==> config.mk <==
export PLATFORM = sky130hd
export DESIGN_NAME = mdio_mgmt_ctrl
export DESIGN_NICKNAME = d
export VERILOG_FILES = /design/src/rtl/mdio_mgmt_pkg.sv /design/src/rtl/mdio_clk_div.sv /design/src/rtl/mdio_frame_engine.sv /design/src/rtl/mdio_host_regs.sv /design/src/rtl/mdio_mgmt_ctrl.sv
export SDC_FILE = /design/constraint.sdc
export NUM_CORES = 1
export LEC_CHECK = 0
export BUFFER_PORTS_ARGS = -buffer_cell sky130_fd_sc_hd__buf_4
export CAP_MARGIN = 20
export CORE_MARGIN = 3
export CORE_UTILIZATION = 51
export DETAILED_ROUTE_END_ITERATION = 10
export GPL_TIMING_DRIVEN = 0
export PLACE_DENSITY = 0.76
export SYNTH_ARGS = -nofsm -noshare
export SYNTH_HDL_FRONTEND = slang
export SYNTH_SLANG_ARGS = --single-unit
==> constraint.sdc <==
create_clock -name clk -period 2.05 [get_ports clk]
set_input_delay 0.205 -clock clk [delete_from_list [all_inputs] [get_ports clk]]
set_output_delay 0.205 -clock clk [all_outputs]
set_load 0.02 [all_outputs]
==> src/rtl/mdio_mgmt_pkg.sv <==
package mdio_mgmt_pkg;

  typedef enum logic [1:0] {
    OP_NOP0  = 2'b00,
    OP_WRITE = 2'b01,
    OP_READ  = 2'b10,
    OP_NOP3  = 2'b11
  } mgmt_op_e;

  typedef struct packed {
    mgmt_op_e    op;
    logic [4:0]  phy;
    logic [4:0]  regad;
    logic [15:0] wdata;
  } mgmt_cmd_t;

  localparam int FRAME_BITS = 64;
  localparam int PRE_BITS   = 32;
  localparam int DATA_BITS  = 16;
  localparam int TA_POS     = FRAME_BITS - DATA_BITS - 2;
  localparam int DATA_POS   = FRAME_BITS - DATA_BITS;

  function automatic mgmt_cmd_t decode_cmd(input logic [31:0] w);
    mgmt_cmd_t c;
    c.op    = mgmt_op_e'(w[29:28]);
    c.phy   = w[27:23];
    c.regad = w[22:18];
    c.wdata = w[15:0];
    return c;
  endfunction

  function automatic logic [FRAME_BITS-1:0] build_frame(input mgmt_cmd_t c);
    logic [DATA_BITS-1:0] payload;
    payload = (c.op == OP_READ) ? {DATA_BITS{1'b1}} : c.wdata;
    return {{PRE_BITS{1'b1}}, 2'b01, c.op, c.phy, c.regad, 2'b10, payload};
  endfunction

endpackage

==> src/rtl/mdio_clk_div.sv <==
module mdio_clk_div #(
  parameter int DIV_W = 8
) (
  input  logic             clk,
  input  logic             rst_n,
  input  logic             run,
  input  logic [DIV_W-1:0] div,
  output logic             mdc,
  output logic             rise_evt,
  output logic             fall_evt
);

  logic [DIV_W-1:0] cnt_q;
  logic             mdc_q;
  logic             tick;

  assign tick     = run && (cnt_q == div);
  assign rise_evt = tick && !mdc_q;
  assign fall_evt = tick && mdc_q;
  assign mdc      = mdc_q;

  always_ff @(posedge clk) begin
    if (!rst_n || !run) begin
      cnt_q <= '0;
      mdc_q <= 1'b0;
    end else if (tick) begin
      cnt_q <= '0;
      mdc_q <= ~mdc_q;
    end else begin
      cnt_q <= cnt_q + 1'b1;
    end
  end

endmodule

==> src/rtl/mdio_frame_engine.sv <==
module mdio_frame_engine
  import mdio_mgmt_pkg::*;
(
  input  logic        clk,
  input  logic        rst_n,
  input  logic        start,
  input  mgmt_cmd_t   cmd,
  input  logic        rise_evt,
  input  logic        fall_evt,
  input  logic        mdio_in,
  output logic        busy,
  output logic        done,
  output logic        mdio_out,
  output logic        mdio_oe,
  output logic [15:0] rd_data,
  output mgmt_op_e    act_op
);

  localparam int POS_W = $clog2(FRAME_BITS);
  localparam logic [POS_W-1:0] LAST_POS = POS_W'(FRAME_BITS - 1);
  localparam logic [POS_W-1:0] TA_P     = POS_W'(TA_POS);
  localparam logic [POS_W-1:0] DATA_P   = POS_W'(DATA_POS);

  logic [FRAME_BITS-1:0] sr_q;
  logic [POS_W-1:0]      pos_q;
  logic                  busy_q;
  logic                  done_q;
  mgmt_op_e              op_q;
  logic [DATA_BITS-1:0]  rsh_q;
  logic [DATA_BITS-1:0]  rdat_q;
  logic                  is_rd;

  assign is_rd    = (op_q == OP_READ);
  assign busy     = busy_q;
  assign done     = done_q;
  assign mdio_out = sr_q[FRAME_BITS-1];
  assign mdio_oe  = busy_q && !(is_rd && (pos_q >= TA_P));
  assign rd_data  = rdat_q;
  assign act_op   = op_q;

  always_ff @(posedge clk) begin
    if (!rst_n) begin
      sr_q   <= '0;
      pos_q  <= '0;
      busy_q <= 1'b0;
      done_q <= 1'b0;
      op_q   <= OP_NOP0;
      rsh_q  <= '0;
      rdat_q <= '0;
    end else begin
      done_q <= 1'b0;
      if (start && !busy_q) begin
        busy_q <= 1'b1;
        op_q   <= cmd.op;
        sr_q   <= build_frame(cmd);
        pos_q  <= '0;
        rsh_q  <= '0;
      end else if (busy_q) begin
        if (rise_evt && is_rd && (pos_q >= DATA_P))
          rsh_q <= {rsh_q[DATA_BITS-2:0], mdio_in};
        if (fall_evt) begin
          if (pos_q == LAST_POS) begin
            busy_q <= 1'b0;
            done_q <= 1'b1;
            if (is_rd) rdat_q <= rsh_q;
          end else begin
            pos_q <= pos_q + 1'b1;
            sr_q  <= {sr_q[FRAME_BITS-2:0], 1'b1};
          end
        end
      end
    end
  end

endmodule

==> src/rtl/mdio_host_regs.sv <==
module mdio_host_regs
  import mdio_mgmt_pkg::*;
#(
  parameter int          ADDR_W  = 12,
  parameter int          DIV_W   = 8,
  parameter int unsigned CMD_OFS = 'h40,
  parameter int unsigned DIV_OFS = 'h44,
  parameter int unsigned DIV_RST = 1
) (
  input  logic              clk,
  input  logic              rst_n,
  input  logic              host_wr,
  input  logic [ADDR_W-1:0] host_addr,
  input  logic [31:0]       host_wdata,
  output logic [31:0]       host_rdata,
  input  logic              busy,
  input  logic [15:0]       rd_data,
  output logic              start,
  output mgmt_cmd_t         cmd,
  output logic [DIV_W-1:0]  div,
  output logic              nop_done
);

  logic             cmd_sel, div_sel, cmd_hit, op_ok;
  logic [DIV_W-1:0] div_q;
  logic             nop_q;
  logic             unused_wbits;

  assign cmd_sel  = (host_addr == ADDR_W'(CMD_OFS));
  assign div_sel  = (host_addr == ADDR_W'(DIV_OFS));
  assign cmd      = decode_cmd(host_wdata);
  assign cmd_hit  = host_wr && cmd_sel && !busy;
  assign op_ok    = (cmd.op == OP_WRITE) || (cmd.op == OP_READ);
  assign start    = cmd_hit && op_ok;
  assign div      = div_q;
  assign nop_done = nop_q;
  assign unused_wbits = ^{host_wdata[31:30], host_wdata[17:16]};

  always_ff @(posedge clk) begin
    if (!rst_n) begin
      div_q <= DIV_W'(DIV_RST);
      nop_q <= 1'b0;
    end else begin
      nop_q <= cmd_hit && !op_ok;
      if (host_wr && div_sel && !busy) div_q <= host_wdata[DIV_W-1:0];
    end
  end

  always_comb begin
    host_rdata = '0;
    if (cmd_sel)      host_rdata = {16'h0000, rd_data};
    else if (div_sel) host_rdata = {{(32-DIV_W){1'b0}}, div_q};
  end

endmodule

==> src/rtl/mdio_mgmt_ctrl.sv <==
module mdio_mgmt_ctrl
  import mdio_mgmt_pkg::*;
#(
  parameter int          ADDR_W  = 12,
  parameter int          DIV_W   = 8,
  parameter int unsigned CMD_OFS = 'h40,
  parameter int unsigned DIV_OFS = 'h44,
  parameter int unsigned DIV_RST = 1
) (
  input  logic              clk,
  input  logic              rst_n,
  input  logic              host_wr,
  input  logic [ADDR_W-1:0] host_addr,
  input  logic [31:0]       host_wdata,
  output logic [31:0]       host_rdata,
  output logic              mgmt_done,
  output logic              mdc,
  output logic              mdio_out,
  output logic              mdio_oe,
  input  logic              mdio_in
);

  logic             busy;
  logic             start;
  mgmt_cmd_t        cmd;
  logic [DIV_W-1:0] div_q;
  logic             nop_done, frame_done;
  logic             rise_evt, fall_evt;
  logic [15:0]      rd_data;
  mgmt_op_e         act_op;

  mdio_host_regs #(
    .ADDR_W(ADDR_W), .DIV_W(DIV_W), .CMD_OFS(CMD_OFS),
    .DIV_OFS(DIV_OFS), .DIV_RST(DIV_RST)
  ) u_regs (
    .clk(clk), .rst_n(rst_n), .host_wr(host_wr), .host_addr(host_addr),
    .host_wdata(host_wdata), .host_rdata(host_rdata), .busy(busy),
    .rd_data(rd_data), .start(start), .cmd(cmd), .div(div_q),
    .nop_done(nop_done)
  );

  mdio_clk_div #(.DIV_W(DIV_W)) u_clk (
    .clk(clk), .rst_n(rst_n), .run(busy), .div(div_q),
    .mdc(mdc), .rise_evt(rise_evt), .fall_evt(fall_evt)
  );

  mdio_frame_engine u_frame (
    .clk(clk), .rst_n(rst_n), .start(start), .cmd(cmd),
    .rise_evt(rise_evt), .fall_evt(fall_evt), .mdio_in(mdio_in),
    .busy(busy), .done(frame_done), .mdio_out(mdio_out),
    .mdio_oe(mdio_oe), .rd_data(rd_data), .act_op(act_op)
  );

  assign mgmt_done = frame_done | nop_done;

endmodule

# Word level (Yosys, flattened, before mapping)
# Index checks and enable logic that the tools add are counted.
# op_classes
eq_ne,8
addsub,2
n_bitwise,7
mux,12
reduce_logical,30
magnitude_cmp,2
# ops
operator,count
2-to-1 mux 64 bit,4
2-to-1 mux 32 bit,1
equality test 12 x 7 -> 1 bit (second input constant),2
2-to-1 mux 16 bit,1
logical AND 1 bit,14
greater-or-equal comparator 6 bit (second input constant),2
adder 8 x 1 -> 8 bit (second input constant),1
equality test 8 bit,1
2-to-1 mux 8 bit,1
adder 6 x 1 -> 6 bit (second input constant),1
equality test 6 bit (second input constant),1
inverter 1 bit,6
AND reduction 3 bit,2
zero test 1 bit,5
2-to-1 mux 1 bit,5
AND reduction 5 bit,1
equality test 2 bit (second input constant),2
nonzero test 2 bit,2
OR reduction 2 bit,2
OR reduction 4 bit,1
equality test 2 x 1 -> 1 bit (second input constant),1
logical OR 1 bit,2
!= test 2 x 1 -> 1 bit (second input constant),1
AND reduction 2 bit,1
bitwise OR 1 bit,1
# word_totals
in_bits,48
out_inout_bits,36
regBits,124

# Longest topological paths before layout
# depth
word_depth,7
ltp_mapped,9
ltp_nobuf,7

# Modules after synthesis
# A second synthesis with hierarchy kept.
# hier_totals
hier_cells,626
area_unflattened_um2,5555.3
# modules_own_cells
mod,area_per_inst_um2,cells_each,seq_area_each_um2,n_inst
mdio_frame_engine,4149.0,467,2122.0,1
mdio_host_regs,922.1,109,180.2,1
mdio_clk_div,478.0,49,180.2,1
mdio_mgmt_ctrl,6.3,1,0.0,1

# Worst setup path before layout
# OpenSTA, ideal clock, no wires.
# synth_path
kind,register to register
start,reg u_frame.pos_q[1]
end,reg u_frame.rdat_q[10] (netlist: u_frame.rd_data[10])
t_arrival_ns,2.014
setup_slack_ns,-0.091
t_required_ns,1.922
path_stages_with_launch,9
setup_ns,0.128
path_buffers,2
cell_sequence,dfxtp_1 > ha_1 > and3_1 > clkbuf_1 > nand3_1 > nor4_4 > buf_6 > mux2i_1 > nor2_1
# synth_via
elab_chain_cells,2
# synth_rtl
element,line_no,text
from (decl),mdio_frame_engine.sv:25,logic [POS_W-1:0] pos_q;
from (signal assigned),mdio_frame_engine.sv:67,pos_q <= pos_q + 1'b1;
equality test 6 bit,mdio_frame_engine.sv:62,if (pos_q == LAST_POS) begin
AND reduction 5 bit (no line),-,
to (signal assigned),mdio_frame_engine.sv:65,if (is_rd) rdat_q <= rsh_q;
to (decl),mdio_frame_engine.sv:30,logic [DATA_BITS-1:0] rdat_q;
# No other way between the ends.
# A chain may end at the register's enable or synchronous reset.

# Worst setup path in the final report
# layout_path
start,reg u_regs.div_q[5] (netlist: u_regs.div[5])
end,reg u_frame.pos_q[1]
# layout_via
elab_chain_cells,4
# layout_rtl
element,line_no,text
from (decl),mdio_host_regs.sv:25,logic [DIV_W-1:0] div_q;
from (signal assigned),mdio_host_regs.sv:41,div_q <= DIV_W'(DIV_RST);
from (signal assigned),mdio_host_regs.sv:45,if (host_wr && div_sel && !busy) div_q <= host_wdata[DIV_W-1:0];
equality test 8 bit,mdio_clk_div.sv:17,assign tick = run && (cnt_q == div);
logical AND 1 bit,mdio_clk_div.sv:17,
logical AND 1 bit,mdio_clk_div.sv:19,assign fall_evt = tick && mdc_q;
AND reduction 3 bit (no line),-,
# No other way between the ends.

==> summary.md <==
| Metric | Value |
|---|---|
| EDFF count, synth | `0` |
| Period minus WS final | `2.04 ns` |
| Area grow syn2layout | `37.7%` |
| CP top delay family | `simple AND/OR/NAND/NOR gates` |
| CP Cell Sequence | `xor2_4, or3_4, buf_6, nor4_4, buf_4, buf_6, buf_8, nor2_2, a211oi_2` |
| Die area | `11700 um^2` |
| Clock Path Buffers | `2` |
| Hold_sp | `host_wdata[27]` |
| Worst Path Required | `2.47 ns` |
| Register bit total from synthesis | `124` |
| Reg2reg start | `u_regs.div[5]$_SDFFE_PN0P_` |
| DP HPWL | `8810 um` |
| Worst Setup Path Type | `flip-flop to flip-flop` |
| Smallest hold slack | `0.0107 ns` |
| Placement Setup Slack | `-0.633 ns` |
| Post-placement cell count | `801` |
| Hold violation count in the final report | `0` |
| Fin worst setup slack | `0.0141 ns` |
| Drt first pass iters | `5` |
| CP dominant cell by count | `buf_6` |
| Chip Width | `108 um` |
| Final setup fails | `0` |
| Status | `finished, final reports clean` |
| Leak | `2.93 nW` |
| Post-Synthesis Cells | `591` |
| Fin nets | `775` |
| Vias per cell | `5.59` |
| Cts bufs inserted | `17` |
| Clk_lat worst skew | `0.51 ns` |
| Die H | `108 um` |
| Initial antenna violation count | `0` |
| Cell area after synthesis | `5310 um^2` |
| CTS root buf | `clkbuf_8` |
| Initial core utilization | `53.3%` |
| Tot Pwr | `5.65 mW` |
| Num rows | `36` |
| Async S/R FF share, synth | `0%` |
| Htree depth | `4` |
| Fmax | `0.491 GHz` |
| TritonCTS Sinks | `124` |
| All-Layer GR Usage | `23.6%` |
| Final ANT Viol Nets | `0` |
| I/O Pins | `84` |
| Number of global-route vias before repair | `4685` |
| Hold Path Class | `input port to flip-flop` |
| Slew Viols, Final | `0` |
| Crit start category | `flip-flop` |
| Core Box Area | `9950 um^2` |
| Drt wl/cell | `16.5 um` |
| Via count | `4854` |
| Worst path max stage delay | `0.44 ns` |
| Fillers | `630` |
| Fin cells | `868` |
| Arr. time, crit path | `2.46 ns` |
| Post-synthesis sequential area ratio | `46.8%` |
| Port Buffers | `62` |
| Worst path bufs/invs | `4` |
| Global route overflow | `0` |
| Worst-path clk slew | `0.06 ns` |
| GPL Wtd Cong | `0.873` |
| Yosys Warn Count | `0` |
| Global-route wire length before repair | `22100 um` |
| Worst Setup SP | `u_regs.div[5]$_SDFFE_PN0P_` |
| Area occupied by multi-input gates | `2710 um^2` |
| FF/Latch Area | `2510 um^2` |
| Max_cap viols | `0` |
| Post-synth top area share | `46.8%` |
| Clock Skews | `0.00549 ns` |
| Synth top area cells | `dfxtp_1, mux2i_1, nor2_1` |
| Worst Path Max Fanout | `10` |
| CP max-delay cell | `or3_4` |
| Final Cycle Share | `99.3%` |
| Rel. slew slack | `53.2%` |
| CP Capture Type | `flip-flop` |
| Peak supply drop | `0.640 mV` |
| Total wire length | `14300 um` |
| Area leader, netlist | `dfxtp_1` |
| 1st-iter DRT viols | `313` |
| Worst Max-Slew Pin Slew | `0.702 ns` |
| # diodes | `0` |
| Avg Inst Size Synth | `8.98 um^2` |
| Power density over the cells | `773 nW/um^2` |
| Clock tree from TritonCTS | `built` |
| Pin count of the biggest net entering global routing | `17` |
| Post-layout util | `73.4%` |
| Share of layout cells above drive strength 1 | `29.5%` |
| Top_reg_cell synth | `dfxtp_1` |
| # DRC | `0` |
| Netlist cell types | `46` |
metrics by stage:
step	cell area, um^2	TNS (ns)
6_report	7310	0
5_1_grt	7310	-0.339
4_1_cts	7090	-0.781
3_5_place_dp	6040	-45.60
3_3_place_gp	6040	-39.74
2_1_floorplan	5400	-0.935
area by class of cell:
cell class              instances  area share [%]
inverters                      21            1.08
plain buffers                  53            5.48
well taps                     133            2.28
multi-input cells             401            37.1
repair buffers                105            11.6
flip-flops and latches        124            34.3
clock inverters                13            2.40
clock buffers                  18            5.72
cells in the mapped netlist (2+ instances only):
master / instances
a311oi_1: 6
buf_6: 4
clkbuf_1: 27
a211oi_1: 17
buf_2: 12
nor3_1: 21
and2_1: 11
or3_1: 2
a22o_1: 8
ha_1: 4
buf_4: 17
inv_1: 20
o21ai_0: 16
a31o_1: 2
mux2i_1: 33
nor2_1: 64
nand2_1: 63
nor2b_1: 2
and3_1: 4
and4_1: 2
a31oi_1: 16
dfxtp_1: 124
or4_1: 3
nor4_2: 3
a22oi_1: 10
nor4_1: 3
nand4_1: 6
xor2_1: 9
nand3_1: 21
a311oi_2: 10
a21oi_1: 28
o31ai_1: 2
xnor2_1: 8
registers in the layout, summed over array words and instances, names as in the netlist:
name	cells
u_frame.done	1
u_frame.busy	1
u_clk.mdc	1
u_frame.pos_q	6
u_frame.rd_data	16
u_frame.act_op	2
u_frame.rsh_q	16
u_regs.div	8
u_frame.sr_q	64
u_regs.nop_done	1
u_clk.cnt_q	8
logic make-up after synthesis:
kind of cell	share of synthesized area, %
buf+inv	7.78
fa+ha+maj	0.943
mux	6.22
flops	46.8
compound gates	16.5
xor+xnor	2.81
simple gates	18.9
other cells	0.0707
worst paths after layout:
path / to / slack [ns] / cells past startpoint
worst max-delay path: u_frame.pos_q[1]$_SDFFE_PP0P_ / 0.01 / 9
worst min-delay path: u_frame.sr_q[27]$_SDFFE_PN0P_ / 0.01 / 3
worst max register to register: u_frame.pos_q[1]$_SDFFE_PP0P_ / 0.01 / 9
worst min register to register: u_frame.sr_q[25]$_SDFFE_PN0P_ / 0.45 / 2
per-layer routing:
metal	vias to the layer above	global-route usage, %	share of wire, %
li1	2305	-	-
met4	0	7.57	1.9
met1	2346	29.2	42
met3	26	4.06	5.2
met5	-	0	0
met2	177	41.7	50
tightest hold or removal path, stage by stage:
cell and delay (ns):
buf_4 0.08, a22oi_1 0.07, a21oi_1 0.13
cells in the final DEF (no fill, tap or decap), types with 7 or more instances in the layout:
| cell type | count |
|---|---|
| a22oi_1 | 10 |
| clkbuf_1 | 14 |
| and2_1 | 10 |
| a311oi_2 | 13 |
| nor3_1 | 19 |
| o21ai_0 | 16 |
| a31oi_1 | 16 |
| nor2_1 | 63 |
| mux2i_1 | 33 |
| conb_1 | 16 |
| buf_6 | 8 |
| a211oi_1 | 14 |
| inv_1 | 19 |
| clkbuf_16 | 16 |
| xor2_1 | 7 |
| a21oi_1 | 28 |
| dfxtp_1 | 113 |
| buf_4 | 103 |
| dlygate4sd3_1 | 15 |
| a22o_1 | 8 |
| nand3_1 | 21 |
| nand2_1 | 62 |
power by group:
part	total [mW]	switching [mW]	internal, mW
sequential	2.40	0.0000837	2.40
clock	3.02	1.06	1.95
combinational	0.231	0.120	0.110
repair_timing:
item | 4_1_cts | 5_1_grt
pin swaps | 7 | 22
resized for setup | 45 | 44
setup buffers | 18 | 8
endpoints found under the setup margin | 121 | 112
hold buffers | 15 | 0
hold endpoints to repair | 18 | 0
gates cloned | 1 | 1
No activity file was read; power rests on OpenSTA's default activity.
